==> src/rtl/vrd_pkg.sv <==
package vrd_pkg;

  typedef enum logic [1:0] {
    SC_X1 = 2'd0,
    SC_X2 = 2'd1,
    SC_X4 = 2'd2,
    SC_X8 = 2'd3
  } scale_e;

  // low-bit mask of a power-of-two step: factor - 1
  function automatic logic [2:0] scale_mask(input logic [1:0] code);
    case (scale_e'(code))
      SC_X1:   scale_mask = 3'b000;
      SC_X2:   scale_mask = 3'b001;
      SC_X4:   scale_mask = 3'b011;
      default: scale_mask = 3'b111;
    endcase
  endfunction

endpackage

==> src/rtl/vrd_pos_tracker.sv <==
module vrd_pos_tracker #(
  parameter int COORD_W = 12
) (
  input  logic               clk,
  input  logic               rst_n,
  input  logic               fv,
  input  logic               lv,
  output logic               active,
  output logic               line_end,
  output logic [COORD_W-1:0] col,
  output logic [COORD_W-1:0] row
);
  logic lv_d;

  assign active   = fv & lv;
  assign line_end = lv_d & ~lv;

  always_ff @(posedge clk or negedge rst_n) begin
    if (!rst_n) begin
      lv_d <= 1'b0;
      col  <= '0;
      row  <= '0;
    end else begin
      lv_d <= lv;
      if (!lv)         col <= '0;
      else if (active) col <= col + 1'b1;
      if (!fv)           row <= '0;
      else if (line_end) row <= row + 1'b1;
    end
  end

  AST_COL_CLEAR: assert property (@(posedge clk) disable iff (!rst_n)
    !lv |=> (col == '0));

  AST_ROW_STEP: assert property (@(posedge clk) disable iff (!rst_n)
    fv |=> ((row == $past(row)) || (row == $past(row) + 1'b1)));

  AST_ROW_IDLE: assert property (@(posedge clk) disable iff (!rst_n)
    !fv |=> (row == '0));

endmodule

==> src/rtl/vrd_cfg_shadow.sv <==
module vrd_cfg_shadow #(
  parameter int COORD_W = 12
) (
  input  logic               clk,
  input  logic               rst_n,
  input  logic               fv,
  input  logic [COORD_W-1:0] left_i,
  input  logic [COORD_W-1:0] top_i,
  input  logic [COORD_W-1:0] width_i,
  input  logic [COORD_W-1:0] height_i,
  input  logic [1:0]         hs_i,
  input  logic [1:0]         vs_i,
  output logic [COORD_W-1:0] left_o,
  output logic [COORD_W-1:0] top_o,
  output logic [COORD_W-1:0] width_o,
  output logic [COORD_W-1:0] height_o,
  output logic [1:0]         hs_o,
  output logic [1:0]         vs_o
);
  logic capture;
  assign capture = ~fv;

  always_ff @(posedge clk or negedge rst_n) begin
    if (!rst_n) begin
      left_o   <= '0;
      top_o    <= '0;
      width_o  <= '0;
      height_o <= '0;
      hs_o     <= '0;
      vs_o     <= '0;
    end else if (capture) begin
      left_o   <= left_i;
      top_o    <= top_i;
      width_o  <= width_i;
      height_o <= height_i;
      hs_o     <= hs_i;
      vs_o     <= vs_i;
    end
  end

  AST_SHADOW_HOLD: assert property (@(posedge clk) disable iff (!rst_n)
    fv |=> ($stable(left_o) && $stable(top_o) && $stable(width_o) &&
            $stable(height_o) && $stable(hs_o) && $stable(vs_o)));

endmodule

==> src/rtl/vrd_window_sel.sv <==
module vrd_window_sel #(
  parameter int COORD_W = 12
) (
  input  logic               active,
  input  logic [COORD_W-1:0] col,
  input  logic [COORD_W-1:0] row,
  input  logic [COORD_W-1:0] left,
  input  logic [COORD_W-1:0] top,
  input  logic [COORD_W-1:0] width,
  input  logic [COORD_W-1:0] height,
  input  logic [1:0]         hs,
  input  logic [1:0]         vs,
  output logic               keep,
  output logic               last_in_line
);
  import vrd_pkg::*;

  localparam int EXT_W = COORD_W + 1;

  logic [EXT_W-1:0]   x_end, y_end;
  logic               in_x, in_y, ph_x, ph_y;
  logic [COORD_W-1:0] dx, dy, hmask, vmask, last_off;

  always_comb begin
    x_end    = {1'b0, left} + {1'b0, width};
    y_end    = {1'b0, top}  + {1'b0, height};
    in_x     = (col >= left) && ({1'b0, col} < x_end);
    in_y     = (row >= top)  && ({1'b0, row} < y_end);
    dx       = col - left;
    dy       = row - top;
    hmask    = COORD_W'(scale_mask(hs));
    vmask    = COORD_W'(scale_mask(vs));
    ph_x     = ((dx & hmask) == '0);
    ph_y     = ((dy & vmask) == '0);
    last_off = (width - 1'b1) & ~hmask;
    keep         = active && in_x && in_y && ph_x && ph_y;
    last_in_line = (dx == last_off);
  end

endmodule

==> src/rtl/vid_roi_decim.sv <==
module vid_roi_decim #(
  parameter int PIX_W   = 10,
  parameter int COORD_W = 12
) (
  input  logic               clk,
  input  logic               rst_n,
  input  logic               in_fv,
  input  logic               in_lv,
  input  logic [PIX_W-1:0]   in_pix,
  input  logic [COORD_W-1:0] cfg_left,
  input  logic [COORD_W-1:0] cfg_top,
  input  logic [COORD_W-1:0] cfg_width,
  input  logic [COORD_W-1:0] cfg_height,
  input  logic [1:0]         cfg_hscale,
  input  logic [1:0]         cfg_vscale,
  output logic               out_valid,
  output logic [PIX_W-1:0]   out_pix,
  output logic               out_sof,
  output logic               out_eol
);
  logic               pix_active, line_end;
  logic [COORD_W-1:0] pos_col, pos_row;
  logic [COORD_W-1:0] sh_left, sh_top, sh_width, sh_height;
  logic [1:0]         sh_hs, sh_vs;
  logic               keep, last_in_line, sof_pending;

  vrd_pos_tracker #(.COORD_W(COORD_W)) u_pos (
    .clk(clk), .rst_n(rst_n), .fv(in_fv), .lv(in_lv),
    .active(pix_active), .line_end(line_end),
    .col(pos_col), .row(pos_row)
  );

  vrd_cfg_shadow #(.COORD_W(COORD_W)) u_cfg (
    .clk(clk), .rst_n(rst_n), .fv(in_fv),
    .left_i(cfg_left), .top_i(cfg_top), .width_i(cfg_width),
    .height_i(cfg_height), .hs_i(cfg_hscale), .vs_i(cfg_vscale),
    .left_o(sh_left), .top_o(sh_top), .width_o(sh_width),
    .height_o(sh_height), .hs_o(sh_hs), .vs_o(sh_vs)
  );

  vrd_window_sel #(.COORD_W(COORD_W)) u_sel (
    .active(pix_active), .col(pos_col), .row(pos_row),
    .left(sh_left), .top(sh_top), .width(sh_width), .height(sh_height),
    .hs(sh_hs), .vs(sh_vs),
    .keep(keep), .last_in_line(last_in_line)
  );

  always_ff @(posedge clk or negedge rst_n) begin
    if (!rst_n) begin
      out_valid   <= 1'b0;
      out_pix     <= '0;
      out_sof     <= 1'b0;
      out_eol     <= 1'b0;
      sof_pending <= 1'b1;
    end else begin
      out_valid <= keep;
      out_pix   <= in_pix;
      out_sof   <= keep & sof_pending;
      out_eol   <= keep & last_in_line;
      if (!in_fv)    sof_pending <= 1'b1;
      else if (keep) sof_pending <= 1'b0;
    end
  end

  AST_FROM_ACTIVE: assert property (@(posedge clk) disable iff (!rst_n)
    out_valid |-> $past(in_fv && in_lv));

  AST_PIX_DELAY: assert property (@(posedge clk) disable iff (!rst_n)
    out_valid |-> (out_pix == $past(in_pix)));

  AST_SOF_QUAL: assert property (@(posedge clk) disable iff (!rst_n)
    out_sof |-> out_valid);

  AST_SOF_SINGLE: assert property (@(posedge clk) disable iff (!rst_n)
    out_sof |=> !out_sof);

  AST_EOL_QUAL: assert property (@(posedge clk) disable iff (!rst_n)
    out_eol |-> out_valid);

  AST_NO_BLANK_OUT: assert property (@(posedge clk) disable iff (!rst_n)
    !in_fv |=> !out_valid);

  AST_RESET_QUIET: assert property (@(posedge clk)
    !rst_n |-> (!out_valid && !out_sof && !out_eol));

endmodule

==> config.mk <==
export PLATFORM = sky130hd
export DESIGN_NAME = vid_roi_decim
export DESIGN_NICKNAME = d
export VERILOG_FILES = /design/src/rtl/vrd_pkg.sv /design/src/rtl/vrd_pos_tracker.sv /design/src/rtl/vrd_cfg_shadow.sv /design/src/rtl/vrd_window_sel.sv /design/src/rtl/vid_roi_decim.sv
export SDC_FILE = /design/constraint.sdc
export NUM_CORES = 1
export LEC_CHECK = 0
export BUFFER_PORTS_ARGS = -buffer_cell sky130_fd_sc_hd__buf_4
export CELL_PAD_IN_SITES_DETAIL_PLACEMENT = 0
export CELL_PAD_IN_SITES_GLOBAL_PLACEMENT = 1
export CORE_ASPECT_RATIO = 2
export CORE_UTILIZATION = 49
export DETAILED_ROUTE_END_ITERATION = 10
export PLACE_DENSITY_LB_ADDON = 0.2
export SLEW_MARGIN = 20
export SYNTH_ARGS = -nofsm -noshare
export SYNTH_HDL_FRONTEND = slang
export SYNTH_SLANG_ARGS = --single-unit
==> constraint.sdc <==
create_clock -name clk -period 6.3 [get_ports clk]
set_input_delay 1.26 -clock clk [delete_from_list [all_inputs] [get_ports clk]]
set_output_delay 1.26 -clock clk [all_outputs]
set_load 0.1 [all_outputs]
* Yosys cells after proc, flatten, opt, wreduce, memory -nomap -nowiden
Cells that the tools add are included.
Storage, ports and cells: register bits after elaboration 91
Operators by class: add/subtract/negate cells 7, order comparisons 4, equality and inequality tests 8, muxes and demuxes 8, bitwise logic cells 9, reduce and logical (&&, ||, !) cells 10
Operators with widths (number):
- $mux W12 | 4
- $add A12 B12 Y13 | 2
- $lt A12 B13 Y1 | 2
- $add A12 B1 Y12 const B | 2
- $and A12 B3 Y12 | 2
- $ge A12 B12 Y1 | 2
- $logic_not A12 Y1 | 2
- $sub A12 B12 Y12 | 2
- $pmux W3 S3 | 2
- $and A12 B12 Y12 | 1
- $eq A12 B12 Y1 | 1
- $not A3 Y12 | 1
- $sub A12 B1 Y12 const B | 1
- $logic_and A1 B1 Y1 | 6
- $and A1 B1 Y1 | 4
- $eq A2 B1 Y1 const B | 2
- $eq A2 B2 Y1 const B | 2
- $logic_not A2 Y1 | 2
- $ne A2 B1 Y1 const B | 2
- $mux W1 | 2
- $ne A2 B2 Y1 const B | 1
- $not A1 Y1 | 1

* Logic depth before layout (Yosys ltp)
Gate-level depths: netlist of the first run.
depth after elaboration 9, mapped depth 17, mapped depth without buffers 17

* By module
A second synthesis of the first run with hierarchy kept.
Unflattened totals: cells, all modules 601, area, all modules 6522.5 sq um
Modules (own cells, without submodules):
- vrd_window_sel | instances 1, cells each 350, area each 2656.3 sq um
- vrd_cfg_shadow | instances 1, cells each 110, area each 2185.8 sq um
- vrd_pos_tracker | instances 1, cells each 123, area each 1303.8 sq um
- vid_roi_decim | instances 1, cells each 18, area each 376.6 sq um

* Least setup slack after synthesis of the first run
Ideal clock, no wire load.
kind register to register, from register u_cfg.width_o[5], to register out_eol, arrival time 3057 ps, data required time 6232 ps, setup slack 3175 ps, stages on the path, launching flop included 11, clock period less this slack 3125 ps, path through dfrtp_1 -> ha_1 -> a211o_1 -> or4_1 -> a31oi_1 -> xor2_1 -> ha_1 -> or4_1 -> a211oi_1 -> o311a_1 -> and4_1
On the way: cells in the longest elaborated chain, start to end 8, elaborated cells on any way between the ends 11
RTL lines:
- start: declaration | RTL line vrd_cfg_shadow.sv:15 | output logic [COORD_W-1:0] width_o,
- start signal: assignment | RTL line vrd_cfg_shadow.sv:34 | width_o <= width_i;
- $add A12 B12 Y13 | RTL line vrd_window_sel.sv:25 | x_end = {1'b0, left} + {1'b0, width};
- $lt A12 B13 Y1 | RTL line vrd_window_sel.sv:27 | in_x = (col >= left) && ({1'b0, col} < x_end);
- $logic_and A1 B1 Y1 | RTL line vrd_window_sel.sv:27
- $logic_and A1 B1 Y1 (4 in a row) | RTL line vrd_window_sel.sv:36 | keep = active && in_x && in_y && ph_x && ph_y;
- net keep | RTL line vid_roi_decim.sv:25 | logic keep, last_in_line, sof_pending;
- $and A1 B1 Y1 | RTL line vid_roi_decim.sv:59 | out_eol <= keep & last_in_line;
- end signal: assignment | RTL line vid_roi_decim.sv:59
- end: declaration | RTL line vid_roi_decim.sv:19 | output logic out_eol
The timed path passes the listed nets, and every way through them passes these cells. A chain may end at the register's enable or synchronous reset.

* Worst setup path after layout of the first run
from register u_cfg.top_o[0], to register out_eol
On the way: cells in the longest elaborated chain, start to end 7, elaborated cells on any way between the ends 11
RTL lines:
- start: declaration | RTL line vrd_cfg_shadow.sv:14 | output logic [COORD_W-1:0] top_o,
- start signal: assignment | RTL line vrd_cfg_shadow.sv:33 | top_o <= top_i;
- $add A12 B12 Y13 | RTL line vrd_window_sel.sv:26 | y_end = {1'b0, top} + {1'b0, height};
- $lt A12 B13 Y1 | RTL line vrd_window_sel.sv:28 | in_y = (row >= top) && ({1'b0, row} < y_end);
- $logic_and A1 B1 Y1 | RTL line vrd_window_sel.sv:28
- $logic_and A1 B1 Y1 (2 in a row) | RTL line vrd_window_sel.sv:36
- $logic_and A1 B1 Y1 * | RTL line vrd_window_sel.sv:36
- net keep | RTL line vid_roi_decim.sv:25
- $and A1 B1 Y1 * | RTL line vid_roi_decim.sv:59
Mark *: on every way through the listed nets, which the timed path passes. The rest lies on a longest branch.

==> results of run 1 <==
==> power by group <==
part / internal [mW] / total, mW / switching [mW]
combinational: 0.238 / 0.521 / 0.283
clock: 0.371 / 0.601 / 0.231
sequential: 0.623 / 0.667 / 0.0433
total: 1.23 / 1.79 / 0.557
==> final timing paths <==
kind / to / slack, ns
min: sof_pending$_DFFE_PN1P_ / 0.49
min reg2reg: sof_pending$_DFFE_PN1P_ / 0.49
max in group asynchronous: u_cfg.width_o[4]$_DFFE_PN0N_ / 4.36
max: out_eol$_DFF_PN0_ / 2.50
min in group asynchronous: out_pix[2]$_DFF_PN0_ / 0.85
max reg2reg: out_eol$_DFF_PN0_ / 2.50
==> layer usage <==
layer / GRT usage / wire [microns] / vias up
met3: 0.0266 / 322 / 44
li1: - / - / 2337
met2: 0.477 / 8720 / 84
met1: 0.240 / 5190 / 2381
met5: 0 / 0 / -
met4: 0.130 / 733 / 0
==> state kept, by name (all words and copies together), names as in the netlist <==
| register | flops |
|---|---|
| u_cfg.height_o | 12 |
| u_cfg.left_o | 12 |
| u_cfg.top_o | 12 |
| u_cfg.width_o | 12 |
| u_pos.col | 12 |
| u_pos.row | 12 |
| out_pix | 10 |
| u_cfg.hs_o | 2 |
| u_cfg.vs_o | 2 |
| out_eol | 1 |
| out_sof | 1 |
| out_valid | 1 |
| sof_pending | 1 |
| u_pos.lv_d | 1 |
==> cell usage in the layout (no fill, tap or decap), types with 3 or more instances in the layout <==
cell,netlist,layout
xnor2_1,41,41
or4_1,3,3
ha_1,73,73
nand2b_1,10,10
and2_1,20,20
o311a_1,3,3
fa_1,4,4
and3_1,6,6
buf_4,0,81
o2111ai_1,3,3
a211oi_1,6,6
nand4_1,12,12
inv_1,38,38
nor2b_1,10,10
a21boi_0,4,4
a21o_1,7,7
xor2_1,22,22
nor2_1,29,29
or3_1,6,6
clkbuf_16,0,9
dfrtp_1,90,90
mux2_2,53,53
nand2_1,30,30
o21ai_0,22,22
a31oi_1,6,6
nand3_1,14,14
o21a_1,4,4
a21oi_1,28,28
o31ai_1,3,3
nor4_1,4,4
nor3_1,11,11
o211ai_1,5,5
o21bai_1,3,3
==> area by class of cell <==
| cell class | instances | area (sq um) |
|---|---|---|
| clock buffers | 11 | 253 |
| clock inverters | 5 | 83.8 |
| fillers | 1087 | 4980 |
| inverters | 38 | 143 |
| multi-input cells | 466 | 3730 |
| flip-flops and latches | 91 | 2280 |
| well taps | 147 | 184 |
| repair buffers | 81 | 608 |
==> cells by family after synthesis <==
logic type      after synthesis
simple gates                164
buf+inv                      48
compound gates              107
mux                          55
flops                        91
xor+xnor                     63
fa+ha+maj                    77
==> worst register-to-register path, stage by stage, from the launching register on <==
cell and delay [ns]:
dfrtp_1 0.41, ha_1 0.24, fa_1 0.41, a21oi_1 0.29, o2111ai_1 0.24, and3_1 0.23
o21ai_0 0.22, nand2b_1 0.11, xnor2_1 0.19, ha_1 0.29, a21oi_1 0.17, nand2_1 0.07
a21oi_1 0.15, o31ai_1 0.10, o211ai_1 0.13, o311a_1 0.29, and4_1 0.19
==> flow_summary.yaml, run 1 <==
clocking:
  cts_tree: "yes"
  numCtsBuffers: 9
  ctsHoldBuffers: 0
  post-cts-setup-buffers: 0
  clk_latency_ns: 0.34
  ctsResizeCount: 0
  cts_root_buffer: "clkbuf_16"
  h-tree-depth: 3
  clk_pin_slew_worst_paths_ns: 0.07
  clockBufferDepth: 2
  cts.sinks: 91
detailed_routing:
  ant_nets: 0
  drtPass1Iterations: 4
  wl_microns: 15000
  wire_per_inst_microns: 17.8
  viasPerCell: 5.78
  via_count: 4846
  first_iter_violations: 184
  drc: 0
logic_synthesis:
  yosysUniqueCellTypes: 51
  synth_cells: 605
  synth-adder-area-share: 0.160
  synthMuxAreaShare: 0.0995
  synth_area_leader_cell: "dfrtp_1"
  synth.area.top_cells: "dfrtp_1, ha_1, mux2_2"
  async_flop_share: 1.00
  synth.most_common_cell: "dfrtp_1"
  synth_flop_cell: "dfrtp_1"
  synth_top_family_by_area: "adder cells"
  synth.avg_cell_area_sq_um: 10.2
  synth.cell_area_sq_um: 6200
  yosys.area_share.simple: 0.140
  synthesis.nets: 748
  ys_top_cells_by_count: "dfrtp_1, ha_1, mux2_2, xnor2_1, inv_1"
  synth-xor-area-share: 0.0890
  yosysSeqAreaShare: 0.368
  synth_seq_cells: 91
  synth_compound_area_frac: 0.113
  synth_edf_count: 0
  yosys_warnings: 0
  synth_top_area_frac: 0.363
hold_path:
  min_from: "sof_pending$_DFFE_PN1P_"
  min_path_type: "reg2reg"
  whs_path_depth: 2
setup_path:
  cp_common_cell: "a21oi_1"
  crit_buf_inv: 0
  crit_fanout: 4
  cpMaxStageDelayCell: "dfrtp_1"
  critPathRequiredTime_ns: 6.58
  crit_start: "u_cfg.top_o[0]$_DFFE_PN0N_"
  critPathMaxStageDelay_ns: 0.41
  r2r_start: "u_cfg.top_o[0]$_DFFE_PN0N_"
  crit_arrival_ns: 4.08
  critical-path-top-delay-family: "compound AO/OA/AOI/OAI gates"
  cp_cell_sequence: "ha_1 -> fa_1 -> a21oi_1 -> o2111ai_1 -> and3_1 -> o21ai_0 -> nand2b_1 -> xnor2_1 -> ha_1 -> a21oi_1 -> nand2_1 -> a21oi_1 -> o31ai_1 -> o211ai_1 -> o311a_1 -> and4_1"
  cp_num_cells: 16
  critPathLaunchType: "register"
  critPathKind: "reg2reg"
  worstSetupEndpointType: "register"
  rr_worst_depth: 16
global_routing:
  grt_antenna_before_repair: 0
  grt_overflow: 0
  grt_pass1_wl_microns: 24400
  grt_start_max_net_pins: 58
  grtUsageTotal: 0.246
  grt_pass1_vias: 5203
power_and_ir_drop:
  power.leakage_nw: 3.42
  finalPower_mw: 1.79
  power_density_nw_per_um2: 246
  ir_drop_mv: 0.155
finish:
  design_area_sq_um: 7280
  area_growth_pct: 17.5
  n_antenna_cell: 0
  final_nets: 830
  fin_cells: 839
  final_layout_size_suffix_gt1_frac: 0.224
  final_util: 0.594
timing:
  max_freq_ghz: 0.263
  skew_ns: 0.00743
  finalCritPeriodShare: 0.603
  rsz0062_at_grt: "no"
  final.min_clock_period_ns: 3.80
  final_hold_viol_count: 0
  maxSlewViolCount: 0
  setup_viol: 0
  timing.hold.ws_ns: 0.494
  fin_ws_ns: 2.50
  slew-limit-headroom: 0.511
  worst_slew_pin_slew_ns: 0.734
  fin_setup_tns_ns: 0
die:
  rows: 57
  die_w_microns: 81.5
  die_y_microns: 161
  ioPinCount: 79
  start_util: 0.505
  dieArea_sq_um: 13100
  core_sq_um: 12300
run:
  cap_violations: 0
place:
  place_area_sq_um: 6950
  routabilityCongestion: 0.946
  dp_slack_ns: 2.58
  place_hpwl_microns: 12000
  place_inst: 823
  port_buffers: 78
run_status:
  status: "completed"
Power figures use the tool's default switching activity.
==> inputs of run 2 (changes only) <==
--- a/config.mk
+++ b/config.mk
@@ -5,11 +5,12 @@
 export SDC_FILE = /design/constraint.sdc
 export NUM_CORES = 1
 export LEC_CHECK = 0
+export ABC_AREA = 1
 export BUFFER_PORTS_ARGS = -buffer_cell sky130_fd_sc_hd__buf_4
 export CELL_PAD_IN_SITES_DETAIL_PLACEMENT = 0
 export CELL_PAD_IN_SITES_GLOBAL_PLACEMENT = 1
 export CORE_ASPECT_RATIO = 2
-export CORE_UTILIZATION = 49
+export CORE_UTILIZATION = 39
 export DETAILED_ROUTE_END_ITERATION = 10
 export PLACE_DENSITY_LB_ADDON = 0.2
 export SLEW_MARGIN = 20
==> constraint.sdc (replaced) <==
create_clock -name clk -period 3.2 [get_ports clk]
set_input_delay 0.64 -clock clk [delete_from_list [all_inputs] [get_ports clk]]
set_output_delay 0.64 -clock clk [all_outputs]
set_load 0.1 [all_outputs]
==> run 2 against run 1 <==
Power rose by 88%. Fmax rose by 30%. Synthesized area rose by 5.3%. Clock power rose by 81%. Non-clock buffer count rose by 8.
==> flow_summary.yaml, run 2 <==
place:
  port_buffers: 78
  place_inst: 1171
  routabilityCongestion: 0.855
  place_hpwl_microns: 14800
finish:
  fin_cells: 1188
  area_growth_pct: 18.0
  final_cell_mix: "nand2_1, inv_1, dfrtp_1, buf_4, ha_1"
  final_nets: 1122
  final_common_cell: "nand2_1"
  n_antenna_cell: 0
  final_layout_size_suffix_gt1_frac: 0.118
setup_path:
  cp_cell_sequence: "ha_1 -> fa_1 -> nand3_1 -> nand2_2 -> a21oi_2 -> nor2_1 -> nor2_1 -> xor2_1 -> ha_1 -> a21oi_1 -> inv_1 -> nand4_1 -> nand3_1 -> nor2_1 -> nand3_2 -> nand2_1 -> nand2_1"
  crit_buf_inv: 1
  reg2reg_slack_ns: 0.27
  critPathKind: "reg2reg"
  r2r_start: "u_cfg.top_o[0]$_DFFE_PN0N_"
  cp_common_cell: "nor2_1"
  worstSetupEndpointType: "register"
  rr_worst_depth: 17
  timing.rr.end: "sof_pending$_DFFE_PN1P_"
  critPathMaxStageDelay_ns: 0.41
  critical-path-top-delay-family: "simple AND/OR/NAND/NOR gates"
  cpMaxStageDelayCell: "dfrtp_1"
  crit_fanout: 4
  critPathRequiredTime_ns: 3.46
  crit_arrival_ns: 3.19
  critPathLaunchType: "register"
global_routing:
  grt_start_max_net_pins: 48
  grtUsageTotal: 0.228
  grt_pass1_vias: 6243
  grt_pass1_wl_microns: 29900
  grt_antenna_before_repair: 0
  grt_overflow: 0
logic_synthesis:
  synth_seq_cells: 91
  synth.cell_area_sq_um: 6530
  yosys_warnings: 0
  synth.most_common_cell: "nand2_1"
  ys_top_cells_by_count: "nand2_1, inv_1, dfrtp_1, ha_1, nor2_1"
  synth_area_leader_cell: "dfrtp_1"
  yosysUniqueCellTypes: 36
  synthesis.nets: 1035
  synth_cells: 892
  synth_flop_cell: "dfrtp_1"
  synth_edf_count: 0
  yosysSeqAreaShare: 0.349
  async_flop_share: 1.00
  synth_top_area_frac: 0.345
  synth.avg_cell_area_sq_um: 7.32
  synth.area.top_cells: "dfrtp_1, nand2_1, ha_1"
power_and_ir_drop:
  p_seq_frac: 0.379
  power_density_nw_per_um2: 437
  sw_frac_of_total: 0.337
  p_int_mw: 2.23
  power.leakage_nw: 4.13
  p_comb_frac: 0.297
  clkPwrFrac: 0.325
  ir_drop_mv: 0.367
  p_switching_mw: 1.13
  finalPower_mw: 3.36
timing:
  worst_slew_pin_slew_ns: 0.523
  max_freq_ghz: 0.342
  final_hold_viol_count: 0
  setup_viol: 0
  rsz0062_at_grt: "no"
  skew_ns: 0.0128
  maxSlewViolCount: 0
  timing.hold.ws_ns: 0.261
  fin_setup_tns_ns: 0
  finalCritPeriodShare: 0.914
  slew-limit-headroom: 0.651
  final.min_clock_period_ns: 2.93
die:
  rows: 66
  dieArea_sq_um: 17300
  ioPinCount: 79
  core_sq_um: 16400
  die_y_microns: 185
  die_w_microns: 93.5
  start_util: 0.399
run_status:
  status: "completed"
run:
  cap_violations: 0
detailed_routing:
  via_count: 5990
  viasPerCell: 5.04
  wl_microns: 18200
  drc: 0
  wire_per_inst_microns: 15.3
  drtPass1Iterations: 5
  first_iter_violations: 250
  ant_nets: 0
clocking:
  h-tree-depth: 3
  cts.sinks: 91
  cts_root_buffer: "clkbuf_16"
  clk_latency_ns: 0.35
  cts_tree: "yes"
  ctsHoldBuffers: 0
  numCtsBuffers: 9
  clockBufferDepth: 2
  clk_pin_slew_worst_paths_ns: 0.06
hold_path:
  min_path_type: "in2async"
[run 2: cell types whose count changed after synthesis, moves of 20 or more]
| cell | before | now |
|---|---|---|
| a21oi_1 | 28 | 52 |
| inv_1 | 38 | 120 |
| xnor2_1 | 41 | 14 |
| and2_1 | 20 | 0 |
| nand3_1 | 14 | 48 |
| mux2_2 | 53 | 0 |
| o21ai_0 | 22 | 63 |
| nor2_1 | 29 | 72 |
| nand2_1 | 30 | 263 |
[run 2: worst reg2reg max path, delay by kind of cell (launching register included)]
family / cells / cell delay (ns)
and+or+nand+nor: 10 / 0.97
adders and majority gates: 3 / 0.93
DFF: 1 / 0.41
AOI/OAI and AO/OA: 2 / 0.32
xor gates and xnor gates: 1 / 0.16
buffers and inverters: 1 / 0.05
[run 2: cell families (layout without fill, tap and decap cells)]
| family | count (synthesis) | in the layout | share of synthesized area |
|---|---|---|---|
| buffers and inverters | 135 | 227 | 0.0782 |
| and+or+nand+nor | 425 | 425 | 0.270 |
| AOI/OAI and AO/OA | 135 | 135 | 0.111 |
| DFF | 91 | 91 | 0.349 |
| xor gates and xnor gates | 29 | 29 | 0.0389 |
| adders and majority gates | 77 | 77 | 0.152 |
[run 2: per-stage QoR]
step	setup slack [ns]	util	area [sq um]
after floorplan	0.563	-	6530
after global placement	0.267	0.452	7390
after detailed placement	0.157	0.452	7390
after CTS	0.155	0.470	7680
after global routing	0.0168	0.471	7700
final	0.275	0.471	7700
[run 2: routing by layer]
layer	global-route usage	up-vias	routed length, microns
li1	-	3065	-
met1	0.211	2817	6300
met2	0.468	74	10800
met3	0.0209	34	222
met4	0.125	0	874
met5	0	-	0
[run 2: cell type report]
class                           count  area, sq um
Clock inverter                      3         46.3
Sequential cell                    91         2280
Inverter                          122          458
Fill cell                        1755         8650
Timing Repair Buffer               89          668
Multi-Input combinational cell    666         3740
Tap cell                          204          255
Clock buffer                       13          250
[run 2: power groups by stage]
stage,logic (mW),registers [mW],clock network [mW]
global placement,0.995,1.29,0
CTS,1.01,1.27,1.12
finish,0.998,1.27,1.09
detailed placement,1.00,1.30,0
floorplan,0.642,1.33,0
global route,1.14,1.28,1.16
[run 2: repair_timing]
item | 4_1_cts | 5_1_grt
resized for setup | 0 | 4
endpoints found under the setup margin | 0 | 4
buffers inserted | 0 | 1
[run 2: worst max path at each step]
stage	start	to	slack (ns)	depth (start not counted)
2_1_floorplan	u_cfg.width_o[0]$_DFFE_PN0N_	sof_pending$_DFFE_PN1P_	0.56	17
3_3_place_gp	u_cfg.width_o[0]$_DFFE_PN0N_	sof_pending$_DFFE_PN1P_	0.27	17
3_5_place_dp	u_cfg.top_o[0]$_DFFE_PN0N_	sof_pending$_DFFE_PN1P_	0.16	17
4_1_cts	u_cfg.top_o[0]$_DFFE_PN0N_	sof_pending$_DFFE_PN1P_	0.15	17
5_1_grt	u_cfg.left_o[0]$_DFFE_PN0N_	sof_pending$_DFFE_PN1P_	0.02	17
6_report	u_cfg.top_o[0]$_DFFE_PN0N_	sof_pending$_DFFE_PN1P_	0.27	17
==> inputs of run 3 (changes only) <==
--- a/config.mk
+++ b/config.mk
@@ -5,12 +5,11 @@
 export SDC_FILE = /design/constraint.sdc
 export NUM_CORES = 1
 export LEC_CHECK = 0
-export ABC_AREA = 1
 export BUFFER_PORTS_ARGS = -buffer_cell sky130_fd_sc_hd__buf_4
 export CELL_PAD_IN_SITES_DETAIL_PLACEMENT = 0
 export CELL_PAD_IN_SITES_GLOBAL_PLACEMENT = 1
 export CORE_ASPECT_RATIO = 2
-export CORE_UTILIZATION = 39
+export CORE_UTILIZATION = 42
 export DETAILED_ROUTE_END_ITERATION = 10
 export PLACE_DENSITY_LB_ADDON = 0.2
 export SLEW_MARGIN = 20
==> run 3 against run 2 <==
The flow now finishes with violations (negative setup slack). Setup slack worse by 0.34 ns. Clock power hardly changed. Count of clock-buffer cells in the layout down 4. Power grew 9.1%. Largest power group unchanged.
==> flow_summary.yaml, run 3 (synthesis gave the netlist of run 1 again) <==
finish:
  final_layout_size_suffix_gt1_frac: 0.322
  n_antenna_cell: 0
  final_nets: 892
  fillers: 1319
  area_growth_pct: 28.3
  multiInputGateArea_sq_um: 3910
  final_common_cell: "buf_4"
  ff_latch_area_sq_um: 2280
  final_cell_mix: "buf_4, dfrtp_1, ha_1, mux2_2, xnor2_1"
power_and_ir_drop:
  p_seq_frac: 0.350
  p_int_mw: 2.46
  power.leakage_nw: 3.74
  sw_frac_of_total: 0.330
  p_switching_mw: 1.21
  power_density_nw_per_um2: 461
  p_comb_frac: 0.350
  clkPwrFrac: 0.300
  ir_drop_mv: 0.290
timing:
  maxSlewViolCount: 0
  fin_ws_ns: -0.0688
  slew-limit-headroom: 0.562
  final_hold_viol_count: 0
  setup_viol: 3
  fin_setup_tns_ns: -0.165
  max_freq_ghz: 0.306
  finalCritPeriodShare: 1.02
  skew_ns: 0.00967
  worst_slew_pin_slew_ns: 0.658
  rsz0062_at_grt: "yes"
  final.min_clock_period_ns: 3.27
  timing.hold.ws_ns: 0.246
setup_path:
  critPathLaunchType: "register"
  critPathRequiredTime_ns: 3.49
  crit_arrival_ns: 3.56
  reg2reg_slack_ns: -0.07
  critPathKind: "reg2reg"
  crit_fanout: 4
  worstSetupEndpointType: "register"
  rr_worst_depth: 14
  r2r_start: "u_cfg.top_o[1]$_DFFE_PN0N_"
  timing.rr.end: "out_eol$_DFF_PN0_"
place:
  dp_slack_ns: -0.335
  place_hpwl_microns: 12600
  routabilityCongestion: 0.829
  port_buffers: 78
detailed_routing:
  wl_microns: 16000
  ant_nets: 0
  drtPass1Iterations: 4
  via_count: 5021
  wire_per_inst_microns: 17.0
  viasPerCell: 5.31
  drc: 0
  first_iter_violations: 134
die:
  start_util: 0.432
  dieArea_sq_um: 15300
  ioPinCount: 79
  rows: 62
  core_sq_um: 14400
  die_y_microns: 174
  die_w_microns: 87.9
global_routing:
  grt_start_max_net_pins: 56
  grt_antenna_before_repair: 0
  grt_pass1_vias: 5413
  grtUsageTotal: 0.226
  grt_pass1_wl_microns: 26000
  grt_overflow: 0
run_status:
  status: "finished, violations left"
  violations: "negative setup slack"
clocking:
  clk_latency_ns: 0.36
  h-tree-depth: 3
  clk_pin_slew_worst_paths_ns: 0.07
  cts_tree: "yes"
  cts_root_buffer: "clkbuf_16"
  cts.sinks: 91
  numCtsBuffers: 9
  clockBufferDepth: 2
  ctsHoldBuffers: 0
hold_path:
  min_path_type: "in2async"
run:
  cap_violations: 0
[run 3: final cells by class]
class | count | area share
timing repair buffer | 143 | 0.137
multi-input combinational | 466 | 0.491
tap | 192 | 0.0302
clock inverter | 7 | 0.00960
inverter | 38 | 0.0179
sequential | 91 | 0.286
clock buffer | 9 | 0.0283
[run 3: power groups by stage]
stage	registers (mW)	clock network (mW)	logic, mW
3_5_place_dp	1.31	0	1.18
4_1_cts	1.29	1.14	1.25
5_1_grt	1.30	1.17	1.42
6_report	1.29	1.10	1.28
2_1_floorplan	1.35	0	0.703
3_3_place_gp	1.31	0	1.16
[run 3: worst max-delay path by stage]
stage / start / to
4_1_cts: u_cfg.top_o[0]$_DFFE_PN0N_ / out_eol$_DFF_PN0_
3_3_place_gp: u_cfg.top_o[0]$_DFFE_PN0N_ / out_eol$_DFF_PN0_
2_1_floorplan: u_cfg.width_o[5]$_DFFE_PN0N_ / out_eol$_DFF_PN0_
5_1_grt: u_cfg.top_o[1]$_DFFE_PN0N_ / out_eol$_DFF_PN0_
6_report: u_cfg.top_o[1]$_DFFE_PN0N_ / out_eol$_DFF_PN0_
3_5_place_dp: u_cfg.top_o[0]$_DFFE_PN0N_ / out_eol$_DFF_PN0_
[run 3: what timing repair did]
item,in CTS,in global routing
gates cloned,0,0
pin swaps,16,5
hold endpoints to repair,0,0
endpoints found under the setup margin,4,4
buffers inserted,7,0
resized for setup,22,13
[run 3: stage by stage]
stage	power, mW	cells	instance area, sq um	util
floorplan	2.05	605	6200	-
global placement	2.46	923	7430	0.518
detailed placement	2.49	923	7430	0.518
CTS	3.68	946	7880	0.549
global route	3.89	946	7950	0.554
finish	3.67	946	7950	0.554
[run 3: critical path, cell delays in order (launching register included)]
cell and delay (ns):
dfrtp_1 0.39, ha_1 0.31, a21oi_2 0.15, o211ai_1 0.14
a31oi_1 0.29, buf_4 0.16, xor2_1 0.19, ha_1 0.28
a22oi_1 0.21, nand2_1 0.07, a31oi_1 0.34, o31ai_2 0.12
o211ai_1 0.12, o311a_1 0.26, and4_1 0.18
[run 3: per-layer routing]
metal  share of wire  vias to the layer above  GRT usage
met3           0.022                       33     0.0338
met4           0.037                        0      0.105
met1            0.34                     2453      0.216
met5               0                        -          0
li1                -                     2460          -
met2            0.61                       75      0.444
